## src/rtl/irq_ctl_pkg.sv

```systemverilog
package irq_ctl_pkg;

    localparam int WORD_W  = 16;
    localparam int NSRC    = 3;

    localparam int POS_RST  = 0;
    localparam int POS_ASRT = 1;
    localparam int POS_HALT = 2;
    localparam int POS_BUSY = 9;
    localparam int POS_RSV  = 10;
    localparam int POS_INIT = 11;
    localparam int PAD_LO   = 12;
    localparam int PAD_W    = WORD_W - PAD_LO;

    localparam logic [WORD_W-1:0] COP_OWNED  = 16'h0C07;
    localparam logic [WORD_W-1:0] RESET_WORD = 16'h0004;

    // source index: 0 audio, 1 aux DMA, 2 coprocessor
    function automatic int src_pos(input int idx);
        return 3 + 2 * idx;
    endfunction

    function automatic logic [WORD_W-1:0] direct_mask();
        logic [WORD_W-1:0] m;
        m = '0;
        m[POS_RST]  = 1'b1;
        m[POS_ASRT] = 1'b1;
        m[POS_HALT] = 1'b1;
        m[POS_RSV]  = 1'b1;
        m[POS_INIT] = 1'b1;
        for (int i = 0; i < NSRC; i++) m[src_pos(i) + 1] = 1'b1;
        for (int i = PAD_LO; i < WORD_W; i++) m[i] = 1'b1;
        return m;
    endfunction

    typedef struct packed {
        logic set;
        logic clr;
    } evt_t;

endpackage

```

## src/rtl/irq_status_bit.sv

```systemverilog
module irq_status_bit (
    input  logic clk,
    input  logic rst,
    input  logic set_i,
    input  logic clr_i,
    output logic q
);
    always_ff @(posedge clk) begin
        if (rst)        q <= 1'b0;
        else if (set_i) q <= 1'b1;
        else if (clr_i) q <= 1'b0;
    end

    assert_w1c_R2: assert property (@(posedge clk) disable iff (rst)
        (clr_i && !set_i) |=> !q);
    assert_hold_R2: assert property (@(posedge clk) disable iff (rst)
        (!clr_i && !set_i) |=> $stable(q));
    assert_set_wins_R8: assert property (@(posedge clk) disable iff (rst)
        set_i |=> q);
endmodule

```

## src/rtl/irq_busy_flag.sv

```systemverilog
module irq_busy_flag (
    input  logic clk,
    input  logic rst,
    input  logic start_i,
    input  logic done_i,
    output logic q
);
    always_ff @(posedge clk) begin
        if (rst)          q <= 1'b0;
        else if (done_i)  q <= 1'b0;
        else if (start_i) q <= 1'b1;
    end

    assert_busy_clr_R5: assert property (@(posedge clk) disable iff (rst)
        done_i |=> !q);
    assert_busy_set_R5: assert property (@(posedge clk) disable iff (rst)
        (start_i && !done_i) |=> q);
endmodule

```

## src/rtl/irq_ctl_reg.sv

```systemverilog
module irq_ctl_reg
    import irq_ctl_pkg::*;
(
    input  logic              clk,
    input  logic              rst,
    input  logic              wr_en,
    input  logic [WORD_W-1:0] wr_data,
    input  logic [WORD_W-1:0] cop_ctl_in,
    input  logic              audio_set,
    input  logic              auxdma_set,
    input  logic              cop_set,
    input  logic              auxdma_start,
    output logic [WORD_W-1:0] rd_data,
    output logic [WORD_W-1:0] reg_q,
    output logic              irq_out,
    output logic              pad_err
);
    localparam logic [WORD_W-1:0] DMASK = direct_mask();

    logic [NSRC-1:0]   src_pulse;
    logic [NSRC-1:0]   stat_q;
    logic [NSRC-1:0]   en_bits;
    evt_t [NSRC-1:0]   evt;
    logic [WORD_W-1:0] direct_q;
    logic              busy_q;
    logic              rst_seen_q;

    assign src_pulse = {cop_set, auxdma_set, audio_set};

    always_ff @(posedge clk) begin
        if (rst)        direct_q <= RESET_WORD & DMASK;
        else if (wr_en) direct_q <= wr_data & DMASK;
    end

    for (genvar g = 0; g < NSRC; g++) begin : g_src
        assign evt[g].set = src_pulse[g];
        assign evt[g].clr = wr_en & wr_data[src_pos(g)];
        assign en_bits[g] = direct_q[src_pos(g) + 1];
        irq_status_bit u_bit (
            .clk   (clk),
            .rst   (rst),
            .set_i (evt[g].set),
            .clr_i (evt[g].clr),
            .q     (stat_q[g])
        );
    end

    irq_busy_flag u_busy (
        .clk     (clk),
        .rst     (rst),
        .start_i (auxdma_start),
        .done_i  (auxdma_set),
        .q       (busy_q)
    );

    always_comb begin
        reg_q = direct_q;
        reg_q[POS_BUSY] = busy_q;
        for (int i = 0; i < NSRC; i++) reg_q[src_pos(i)] = stat_q[i];
    end

    assign rd_data = (reg_q & ~COP_OWNED) | (cop_ctl_in & COP_OWNED);
    assign irq_out = |(stat_q & en_bits);
    assign pad_err = |direct_q[WORD_W-1:PAD_LO];

    always_ff @(posedge clk) rst_seen_q <= rst;

    always_ff @(posedge clk) begin
        if (!rst && rst_seen_q) begin
            assert_reset_R6: assert (reg_q == RESET_WORD)
                else $error("reset word %h", reg_q);
        end
    end

    assert_pad_R7: assert property (@(posedge clk) disable iff (rst)
        (wr_en && (wr_data[WORD_W-1:PAD_LO] != '0)) |=> pad_err);
    assert_busy_kept_R9: assert property (@(posedge clk) disable iff (rst)
        (wr_en && !auxdma_start && !auxdma_set) |=> $stable(reg_q[POS_BUSY]));
    assert_irq_masked_R4: assert property (@(posedge clk) disable iff (rst)
        (wr_en && wr_data[4] == 1'b0 && wr_data[6] == 1'b0 && wr_data[8] == 1'b0)
        |=> !irq_out);
endmodule

```

## config.mk

```make
export PLATFORM = sky130hd
export DESIGN_NAME = irq_ctl_reg
export DESIGN_NICKNAME = d
export VERILOG_FILES = /design/src/rtl/irq_ctl_pkg.sv /design/src/rtl/irq_status_bit.sv /design/src/rtl/irq_busy_flag.sv /design/src/rtl/irq_ctl_reg.sv
export SDC_FILE = /design/constraint.sdc
export NUM_CORES = 1
export LEC_CHECK = 0
export ABC_AREA = 0
export BUFFER_PORTS_ARGS = -buffer_cell sky130_fd_sc_hd__buf_2
export CORE_MARGIN = 5
export CORE_UTILIZATION = 38
export CTS_CLUSTER_DIAMETER = 200
export DETAILED_ROUTE_END_ITERATION = 8
export GPL_TIMING_DRIVEN = 0
export HOLD_SLACK_MARGIN = 0.02
export PLACE_DENSITY = 0.9
export SYNTH_ARGS = -nofsm -noshare
export SYNTH_HDL_FRONTEND = slang
export SYNTH_SLANG_ARGS = --single-unit
```

## constraint.sdc

```tcl
create_clock -name clk -period 2 [get_ports clk]
set_input_delay 0.4 -clock clk [delete_from_list [all_inputs] [get_ports clk]]
set_output_delay 0.4 -clock clk [all_outputs]
set_load 0.05 [all_outputs]
```

=== After elaboration in Yosys (flattened, before gate mapping) ===
Cells that the tools add are included.

* Bits in registers: 16
* Output and inout port bits: 34
* Word-level logic and storage cells: 22

* Muxes and demuxes: 6
* Bitwise operators: 5
* Reduce and logical (&&, ||, !) cells: 6

{| class="wikitable"
|+ Operators by type and width
! operator !! number
|-
| 16-bit by 12-bit OR with 16-bit output || 1
|-
| 1-bit 2-to-1 mux || 6
|-
| 2-bit nonzero test || 3
|-
| 4-bit OR reduction || 1
|-
| 1-bit bitwise AND || 3
|-
| 3-bit bitwise AND || 1
|-
| 3-bit OR reduction || 1
|-
| 2-bit OR reduction || 1
|}

=== Longest topological paths before layout ===
* Word-level depth: 3
* Mapped depth: 4
* Depth with buffers taken out: 2

=== Cells and area by module ===
Synthesis repeated with hierarchy kept, for this count alone.

* Cells, all modules: 77
* Area total of the unflattened synthesis: 754.5 µm²

{| class="wikitable"
|+ Modules (own cells, without submodules)
! module !! instances !! cells an instance !! area each (µm²) !! sequential area each (µm²)
|-
| irq_ctl_reg || 1 || 62 || 604.3 || 240.2
|-
| irq_status_bit || 3 || 4 || 38.8 || 20.0
|-
| irq_busy_flag || 1 || 3 || 33.8 || 20.0
|}

=== Worst setup path before layout ===
OpenSTA, ideal clock, no wires.

* Path type: flip-flop to output port
* Start point: register direct_q[12]
* End point: output port pad_err
* Arrival time: 1.306 ns
* Required time: 1.600 ns
* Setup slack: 0.294 ns
* Stages on the path, launching flop included: 2
* Cells stage by stage: dfxtp_1 > or4_1

* Word-level cells in the longest chain between the ends: 1

{| class="wikitable"
|+ RTL lines
! element !! line !! RTL
|-
| from (decl) || irq_ctl_reg.sv:24 || <nowiki>logic [WORD_W-1:0] direct_q;</nowiki>
|-
| from (signal assigned) || irq_ctl_reg.sv:31 || <nowiki>if (rst) direct_q <= RESET_WORD & DMASK;</nowiki>
|-
| from (signal assigned) || irq_ctl_reg.sv:32 || <nowiki>else if (wr_en) direct_q <= wr_data & DMASK;</nowiki>
|-
| 4-bit OR reduction || irq_ctl_reg.sv:64 || <nowiki>assign pad_err = |direct_q[WORD_W-1:PAD_LO];</nowiki>
|-
| to (decl) || irq_ctl_reg.sv:16 || <nowiki>output logic pad_err</nowiki>
|}

No other way between the ends.

=== Worst setup path after layout ===
Ends and elaborated chain as after synthesis.

==> results.cfg <==
[critical_path]
crit_type = reg2out
critPathMaxFanout = 4
worstPathArrival_ns = 1.39
cp_top_family = simple AND/OR/NAND/NOR gates
cp_cell_sequence = or4_1, buf_2
critPathBufInv = 1
required_ns = 1.60
crit_slowest_cell = or4_1
cp-end-kind = output pin
cpPeakStageDelay_ns = 0.53
crit_path_start_kind = flip-flop

[hold_path]
hold_class = in2reg

[synth]
yosys-top-cells-count = 21 x buf_4, 16 x dfxtp_1, 15 x nor2_1
syn_avg_cell_area_sq_um = 9.72
synth_top_area_cell = dfxtp_1
synth-seq-area-share_pct = 42.2
yosys.cell_types.count = 14
synthArstFlopShare_pct = 0
synth_area_leaders = dfxtp_1 42%, buf_4 21%, mux2i_1 15%, nor2_1 7.4%, a311oi_1 3.5%
synth-main-ff-cell = dfxtp_1
synth_cells = 78
netlist.area_leader.share_pct = 42.2
synth_fp_nets = 117
synth.most_common_cell = buf_4
synth_seq_cells = 16
synth-edff-count = 0
synthesis.area_sq_um = 758
yosysWarnings = 0

[sta]
drv_slew = 0
relSlewSlack_pct = 80.1
skew_ns = 0
final.setup.worst_slack_ns = 0.214
setup_tns_ns = 0
fmax_ghz = 0.560
period_minus_slack_ns = 1.79
worst_slew_pin_slew_ns = 0.299
setup_viol_count_final = 0
grt_setup_unrepaired = no
finalHoldViolCount = 0
period_share_pct = 89.3

[floorplanning]
core.rowCount = 16
fp.dieH_um = 54.7
ios = 73
initial_core_util_pct = 39.5
die_w_um = 54.7
core_area_sq_um = 1920
die_area_sq_um = 2990

[route]
vias = 685
dr_wl_met2_um = 840
met3WireLength_um = 314
wire_per_inst_um = 11.4
remaining_drc_errors = 0
drt-total-wl_mm = 1.85
firstDrtPassIters = 4
ant_nets = 0
via_per_inst = 4.23
top_layer_used = met4
wl_met1_um = 677
first_iter_violations = 7

[clock_network]
cts_root_buf = clkbuf_4
holdBufCountCts = 0
clk_pin_slew_ns = 0.09
clock_latency_ns = 0.27
cts_tree = yes
cts.sinks = 16
h-tree-depth = 1
cts_buffers = 3
clk_path_buf_depth = 2
postCtsSetupBuffers = 0
postCtsResizedCells = 0

[placed_design]
port_buffers = 53
placed_area_sq_um = 1060
place_hpwl_mm = 1.53
gp_congestion = 0.684
dp_worst_setup_slack_ns = 0.542

[final_layout]
final_nets = 175
multi_input_area_sq_um = 230
regArea_sq_um = 320
area_growth_pct = 44.2
fillers = 180
drive_gt1_share_pct = 59.3
diodes = 0
final_area_sq_um = 1090

[global_routing]
antenna_found_initial = 0
grt_pass1_wl_mm = 2.67
grt_max_degree = 11
track_usage_pct = 13.0
grt_pass1_vias = 629
overflow = 0

[pwr]
power.density_nw_per_um2 = 788
irDropWorstVdd_mv = 0.395
cellLeakagePower_uw = 0.000646

[outcome]
outcome = completed

[job]
maxCapViolations = 0
==> flip-flops by register name (all words and copies together) (netlist names) <==
register,flops
g_src.u_bit.q,3
u_busy.q,1
direct_q,12
==> cell usage in the layout (no fill, tap or decap) <==
master and n:
buf_2 53, buf_4 21, dfxtp_1 16, nor2_1 15, mux2i_1 11, inv_1 4, a311oi_1 3, clkbuf_4 3
or4_1 1, a222oi_1 1, clkbuf_1 1, buf_6 1, buf_12 1, nor3_1 1, nor2b_1 1, a211o_1 1
clkbuf_8 1
==> logic make-up (layout without fill, tap and decap cells) <==
logic type / count (synthesis) / after routing / synth area share (%)
flops: 16 / 16 / 42.2
mux: 11 / 11 / 14.5
buf+inv: 28 / 85 / 27.4
compound gates: 5 / 5 / 5.94
simple gates: 18 / 18 / 9.90
==> metal layers <==
layer	track usage [%]	vias to the layer above
met5	0	-
met4	7.47	0
met3	6.54	2
met2	21.9	45
met1	12.7	287
li1	-	351
==> final cells by class <==
type	count	area share (%)
Tap cell	27	3.09
Inverter	4	1.37
Sequential cell	16	29.3
Buffer	24	17.6
Multi-Input combinational cell	34	21.1
Clock buffer	4	3.32
Timing Repair Buffer	53	24.3
==> per-stage QoR <==
stage	hold slack [ns]	total power (uW)	std cells	utilization, %
after floorplan	0.479	596	78	-
after global placement	0.469	660	158	55.0
after detailed placement	0.481	665	158	55.0
after CTS	0.291	879	162	56.9
after global routing	0.281	913	162	56.9
final	0.307	862	162	56.9
==> path summary, 6_finish.rpt <==
check / start / to / slack (ns) / depth (start not counted)
worst max-delay path: direct_q[12] / pad_err / 0.21 / 2
worst min-delay path: auxdma_set / u_busy.q / 0.31 / 2
worst max register to register: g_src[2].u_bit.q / g_src[2].u_bit.q / 1.21 / 2
worst min register to register: direct_q[1] / direct_q[1] / 0.49 / 2
==> report_power, final <==
part	internal, uW	leakage, uW	switching, uW	total [uW]
clock network	111	0.0000210	95.9	207
registers	339	0.000133	15.9	355
logic	96.8	0.000493	204	301
total	546	0.000646	316	862
(Power assumes the default switching activity.)
